===== config.mk =====
export PLATFORM = sky130hd
export DESIGN_NAME = refresh_addr_gen
export DESIGN_NICKNAME = d
export VERILOG_FILES = /design/src/rtl/rag_pkg.sv /design/src/rtl/rag_scan_ctrl.sv /design/src/rtl/rag_addr_cnt.sv /design/src/rtl/refresh_addr_gen.sv
export SDC_FILE = /design/constraint.sdc
export NUM_CORES = 1
export LEC_CHECK = 0
export ABC_AREA = 1
export BUFFER_PORTS_ARGS = -buffer_cell sky130_fd_sc_hd__buf_2
export CAP_MARGIN = 0
export CORE_MARGIN = 2
export CORE_UTILIZATION = 50
export CTS_BUF_LIST = sky130_fd_sc_hd__clkbuf_8
export DETAILED_ROUTE_END_ITERATION = 16
export HOLD_SLACK_MARGIN = 0.06
export PLACE_DENSITY = 0.75
export SLEW_MARGIN = 15
export SYNTH_ARGS = -nofsm -noshare
export SYNTH_HDL_FRONTEND = slang
export SYNTH_HIERARCHICAL = 1
export SYNTH_SLANG_ARGS = --single-unit

===== constraint.sdc =====
create_clock -name clk -period 3.45 [get_ports clk]
set_input_delay 1.035 -clock clk [delete_from_list [all_inputs] [get_ports clk]]
set_output_delay 1.035 -clock clk [all_outputs]
set_load 0.03 [all_outputs]

===== src/rtl/rag_pkg.sv =====
package rag_pkg;
    localparam int ADDR_W_DEF = 16;
    localparam int SCAN_W_DEF = 10;
    localparam int ROW_W_DEF  = 5;
    localparam int WID_W_DEF  = 8;

    typedef enum logic [1:0] {
        SH_NONE = 2'd0,
        SH_ONE  = 2'd1,
        SH_TWO  = 2'd2,
        SH_TWOB = 2'd3
    } shift_e;

    // per-cycle line control handed from scan tracking to the address counter
    typedef struct packed {
        logic load;     // a strobe is present: reload counter from new base
        logic restart;  // frame start: base from start address
        logic advance;  // row wrapped: base moves by pitch
        logic split;    // entered line matches compare: base to zero
    } line_ctl_t;

    function automatic logic [ADDR_W_DEF-1:0] shift_word(
        input logic [ADDR_W_DEF-1:0] word,
        input shift_e                mode
    );
        case (mode)
            SH_NONE: shift_word = word;
            SH_ONE:  shift_word = word << 1;
            default: shift_word = word << 2;
        endcase
    endfunction
endpackage


===== src/rtl/rag_scan_ctrl.sv =====
module rag_scan_ctrl
    import rag_pkg::*;
#(
    parameter int SCAN_W = SCAN_W_DEF,
    parameter int ROW_W  = ROW_W_DEF
) (
    input  logic              clk,
    input  logic              rst,
    input  logic              frame_start,
    input  logic              line_end,
    input  logic [ROW_W-1:0]  cfg_row_last,
    input  logic [SCAN_W-1:0] cfg_line_cmp,
    output line_ctl_t         ctl,
    output logic [ROW_W-1:0]  row_scan
);
    logic [SCAN_W-1:0] scan_q;
    logic [SCAN_W-1:0] scan_next;
    logic              cmp_hit;
    logic              row_wrap;

    always_comb begin
        scan_next   = frame_start ? '0 : scan_q + 1'b1;
        cmp_hit     = (scan_next == cfg_line_cmp);
        row_wrap    = (row_scan == cfg_row_last);
        ctl.load    = frame_start | line_end;
        ctl.restart = frame_start;
        ctl.advance = line_end & ~frame_start & row_wrap;
        ctl.split   = (frame_start | line_end) & cmp_hit;
    end

    always_ff @(posedge clk) begin
        if (rst) begin
            scan_q   <= '0;
            row_scan <= '0;
        end else if (frame_start) begin
            scan_q   <= '0;
            row_scan <= '0;
        end else if (line_end) begin
            scan_q   <= scan_next;
            row_scan <= (cmp_hit || row_wrap) ? '0 : row_scan + 1'b1;
        end
    end

    AST_ROW_WRAP: assert property (@(posedge clk) disable iff (rst)
        (line_end && !frame_start && row_scan == cfg_row_last) |=> (row_scan == '0));
    AST_ROW_STEP: assert property (@(posedge clk) disable iff (rst)
        (line_end && !frame_start && !ctl.split && row_scan != cfg_row_last)
        |=> (row_scan == $past(row_scan) + 1'b1));
endmodule


===== src/rtl/rag_addr_cnt.sv =====
module rag_addr_cnt
    import rag_pkg::*;
#(
    parameter int ADDR_W = ADDR_W_DEF,
    parameter int WID_W  = WID_W_DEF
) (
    input  logic              clk,
    input  logic              rst,
    input  logic              char_en,
    input  line_ctl_t         ctl,
    input  logic [ADDR_W-1:0] cfg_start_addr,
    input  logic [ADDR_W-1:0] cfg_pitch,
    input  logic [WID_W-1:0]  cfg_width,
    output logic [ADDR_W-1:0] word_cnt,
    output logic              vld
);
    logic [ADDR_W-1:0] base_q;
    logic [ADDR_W-1:0] base_next;
    logic [WID_W-1:0]  pos_q;
    logic              in_width;

    always_comb begin
        if (ctl.split)        base_next = '0;
        else if (ctl.restart) base_next = cfg_start_addr;
        else if (ctl.advance) base_next = base_q + cfg_pitch;
        else                  base_next = base_q;
        in_width = (pos_q < cfg_width);
        vld      = char_en & ~ctl.load & in_width;
    end

    always_ff @(posedge clk) begin
        if (rst) begin
            base_q   <= '0;
            word_cnt <= '0;
            pos_q    <= '0;
        end else if (ctl.load) begin
            base_q   <= base_next;
            word_cnt <= base_next;
            pos_q    <= '0;
        end else if (char_en) begin
            word_cnt <= word_cnt + 1'b1;
            if (in_width) pos_q <= pos_q + 1'b1;
        end
    end

    AST_CNT_HOLD: assert property (@(posedge clk) disable iff (rst)
        (!char_en && !ctl.load) |=> $stable(word_cnt));
    AST_STROBE_NO_VLD: assert property (@(posedge clk) disable iff (rst)
        ctl.load |-> !vld);
endmodule


===== src/rtl/refresh_addr_gen.sv =====
module refresh_addr_gen
    import rag_pkg::*;
#(
    parameter int ADDR_W = ADDR_W_DEF,
    parameter int SCAN_W = SCAN_W_DEF,
    parameter int ROW_W  = ROW_W_DEF,
    parameter int WID_W  = WID_W_DEF
) (
    input  logic              clk,
    input  logic              rst,
    input  logic              char_en,
    input  logic              line_end,
    input  logic              frame_start,
    input  logic [ADDR_W-1:0] cfg_start_addr,
    input  logic [ADDR_W-1:0] cfg_pitch,
    input  logic [WID_W-1:0]  cfg_width,
    input  logic [ROW_W-1:0]  cfg_row_last,
    input  logic [SCAN_W-1:0] cfg_line_cmp,
    input  logic [1:0]        cfg_shift,
    output logic [ADDR_W-1:0] addr_o,
    output logic              addr_vld_o,
    output logic [ROW_W-1:0]  row_scan_o
);
    localparam int SHIFT_MAX = 2;

    line_ctl_t         ctl;
    logic [ADDR_W-1:0] word_cnt;

    rag_scan_ctrl #(.SCAN_W(SCAN_W), .ROW_W(ROW_W)) u_scan (
        .clk          (clk),
        .rst          (rst),
        .frame_start  (frame_start),
        .line_end     (line_end),
        .cfg_row_last (cfg_row_last),
        .cfg_line_cmp (cfg_line_cmp),
        .ctl          (ctl),
        .row_scan     (row_scan_o)
    );

    rag_addr_cnt #(.ADDR_W(ADDR_W), .WID_W(WID_W)) u_cnt (
        .clk            (clk),
        .rst            (rst),
        .char_en        (char_en),
        .ctl            (ctl),
        .cfg_start_addr (cfg_start_addr),
        .cfg_pitch      (cfg_pitch),
        .cfg_width      (cfg_width),
        .word_cnt       (word_cnt),
        .vld            (addr_vld_o)
    );

    always_comb begin
        case (shift_e'(cfg_shift))
            SH_NONE: addr_o = word_cnt;
            SH_ONE:  addr_o = word_cnt << 1;
            default: addr_o = word_cnt << SHIFT_MAX;
        endcase
    end

    AST_FRAME_LOAD: assert property (@(posedge clk) disable iff (rst)
        (frame_start && cfg_line_cmp != '0) |=> (word_cnt == $past(cfg_start_addr)));
    AST_SPLIT_ZERO: assert property (@(posedge clk) disable iff (rst)
        ctl.split |=> (word_cnt == '0 && row_scan_o == '0));
    AST_ADDR_STEP: assert property (@(posedge clk) disable iff (rst)
        (addr_vld_o ##1 (addr_vld_o && cfg_shift == 2'd0 && $past(cfg_shift) == 2'd0))
        |-> (addr_o == $past(addr_o) + 1'b1));
    AST_SHIFT_LSB: assert property (@(posedge clk) disable iff (rst)
        (cfg_shift != 2'd0) |-> (addr_o[0] == 1'b0));
    AST_SHIFT_TWO: assert property (@(posedge clk) disable iff (rst)
        cfg_shift[1] |-> (addr_o[1:0] == 2'b00));
endmodule


==> flow_metrics.env <==
export IMPL_die_area_mm2=0.0103
export IMPL_relSlewSlack_pct=55.9
export IMPL_fin_crit_ns=3.24
export IMPL_seq_area_frac_synth_pct=23.1
export IMPL_cp_max_fo=3
export IMPL_report_final_setup_viol=0
export IMPL_cp_common_cell="buf_2"
export IMPL_ys_top_cells_by_count="203 x nand2_1, 86 x inv_1, 71 x nand3_1, 71 x nor2_1, 56 x a21oi_1"
export IMPL_outcome="complete, no violations"
export IMPL_overflow=0
export IMPL_via_per_inst=5.31
export IMPL_worst_slew_pin_slew_ns=0.659
export IMPL_critPathArrivalTime_ns=2.20
export IMPL_synth_edf_count=0
export IMPL_nets=934
export IMPL_antenna_cells=0
export IMPL_async_flop_share_pct=0
export IMPL_antenna_found_initial=0
export IMPL_ys_seq_elements=55
export IMPL_ctsLongestPathBuffers=2
export IMPL_path_clk_slew_ns=0.09
export IMPL_post_cts_resized=0
export IMPL_cap_violations=0
export IMPL_seqCellArea_mm2=0.00110
export IMPL_path_delay_family="compound AO/OA/AOI/OAI gates"
export IMPL_multi_input_area_mm2=0.00315
export IMPL_r2r_start="u_scan/scan_q[0]"
export IMPL_slowest_stage="ha_1"
export IMPL_finalWirelength_mm=12.7
export IMPL_power_density_mw_per_mm2=296
export IMPL_required_ns=2.41
export IMPL_yosys_area_top_type_share_pct=23.1
export IMPL_vias=5173
export IMPL_fmax_ghz=0.309
export IMPL_tns_ns=0
export IMPL_rows=35
export IMPL_insertion_delay_ns=0.32
export IMPL_port_buffers=83
export IMPL_synthesis_area_mm2=0.00476
export IMPL_gp_congestion=0.884
export IMPL_cts_made_buffers=5
export IMPL_report_final_slew_viol_count=0
export IMPL_htreeDepth=2
export IMPL_die_x_um=102
export IMPL_grt_max_degree=24
export IMPL_grt_pass1_vias=4641
export IMPL_hold_viol_final=0
export IMPL_ir_drop_mv=0.249
export IMPL_die_h_um=102
export IMPL_io_pins=84
export IMPL_endpoint_kind="output port"
export IMPL_p_leak_nw=2.61
export IMPL_clock_sinks=55
export IMPL_hp_start="u_cnt/base_q[6]"
export IMPL_path_class="in -> out"
export IMPL_area_growth_pct=12.3
export IMPL_syn_nets=861
export IMPL_placeableCoreArea_mm2=0.00924
export IMPL_cp_start_kind="input port"
export IMPL_drt_antenna_violating_nets=0
export IMPL_grt_use_total_pct=24.6
export IMPL_drive_gt1_share_pct=16.3
export IMPL_skew_ns=0.0143
export IMPL_grt_setup_unrepaired="no"
export IMPL_utilization_pct=57.9
export IMPL_hold_class="reg -> reg"
export IMPL_drt_iter0_markers=254
export IMPL_n_fill_cell=931
export IMPL_hold_buffers=0
export IMPL_post_route_period_util_pct=93.8
export IMPL_grt_pass1_wl_mm=20.8
export IMPL_critPathLaunch="cfg_width[7]"
export IMPL_wl_per_cell_um=13.0
export IMPL_synthTopCellsByArea="dfxtp_1 23%, nand2_1 16%, nand3_1 7.5%"
export IMPL_critPathMaxStageDelay_ns=0.33
export IMPL_synth_cell_types=44
export IMPL_post_cts_buffers=0
export IMPL_synthesis_instances=772
export IMPL_drt_pass1_iter_count=7
export IMPL_drcViolationCount=0
export IMPL_dp_hpwl_mm=10.0
export IMPL_crit_chain="buf_2 > inv_1 > ha_1 > a21oi_1 > o21a_1 > nand3_2 > nor2_1 > buf_2"
export IMPL_cts_root_buf="clkbuf_8"
export IMPL_ys_flop_type="dfxtp_1"
export IMPL_yosys_warnings=6
export IMPL_syn_area_per_cell_um2=6.17
export IMPL_yosys_area_top_type="dfxtp_1"
export IMPL_cp_num_buf_inv=3
export IMPL_yosysMostFrequentCell="nand2_1"
export IMPL_cts_tree="done"
export IMPL_initial_utilization_pct=51.6
==> registers in the layout, indices dropped and copies added, names as in the netlist <==
name,flops
u_cnt/pos_q,8
u_scan/row_scan,5
u_cnt/base_q,16
u_cnt/word_cnt,16
u_scan/scan_q,10
==> metrics by stage <==
stage               total power, mW  std cells  worst slack [ns]  hold slack, ns  cell area (µm²)
floorplan                      1.06        772           0.00785           0.452             4760
global placement               1.19        967             0.270           0.480             5250
detailed placement             1.20        967             0.196           0.487             5250
CTS                            1.59        975             0.197           0.502             5350
global route                   1.68        975             0.135           0.523             5350
finish                         1.58        975             0.213           0.503             5350
==> layer usage <==
metal / GRT usage (%) / wire, µm / vias up
li1: - / - / 2659
met2: 43.9 / 6150 / 161
met1: 31.4 / 5680 / 2336
met5: 0 / 0 / -
met4: 5.51 / 141 / 0
met3: 3.24 / 743 / 17
==> final cells by class <==
class | instances | share of cell area, %
multi-input cells | 596 | 58.9
flip-flops and latches | 55 | 20.6
repair buffers | 91 | 8.88
inverters | 96 | 6.73
well taps | 129 | 3.02
clock buffers | 6 | 1.54
clock inverters | 2 | 0.304
==> kinds of logic (layout without fill, tap and decap cells) <==
logic type	after synthesis	count (layout)	synth area share, %
XOR/XNOR	32	32	5.88
flip-flops	55	55	23.1
buffers and inverters	121	195	10.7
AND/OR/NAND/NOR	403	403	38.2
AO/OA/AOI/OAI	133	133	14.7
multiplexers	1	1	0.210
adder cells (fa/ha/maj)	27	27	7.25
==> power by group <==
group	switching (mW)	total (mW)	internal [mW]
Sequential	0.0546	0.725	0.670
Clock	0.226	0.391	0.165
Combinational	0.297	0.468	0.171
==> worst min-delay path, delay by kind of cell, from the launching register on <==
family	cells	cell delay [ns]
flops	1	0.35
simple gates	1	0.07
compound gates	1	0.05
==> worst paths after layout <==
kind	end	slack (ns)	cells after the start
setup reg to reg	u_cnt/base_q[11]	1.03	17
hold / removal	u_cnt/base_q[6]	0.50	2
hold reg to reg	u_cnt/base_q[6]	0.50	2
setup / recovery	addr_vld_o	0.21	8
==> placed cells by master (no fill, tap or decap), types with 9 or more instances in the layout <==
master / netlist / routed
nand4_1: 19 / 19
dfxtp_1: 55 / 55
xnor2_1: 14 / 14
nor2_1: 71 / 71
o21ai_0: 54 / 54
ha_1: 26 / 26
nor2_2: 9 / 9
nand2_1: 203 / 203
xor2_1: 18 / 18
a21oi_1: 56 / 56
nand3_1: 71 / 71
buf_2: 4 / 83
inv_1: 86 / 86
Power figures use the tool's default switching activity.
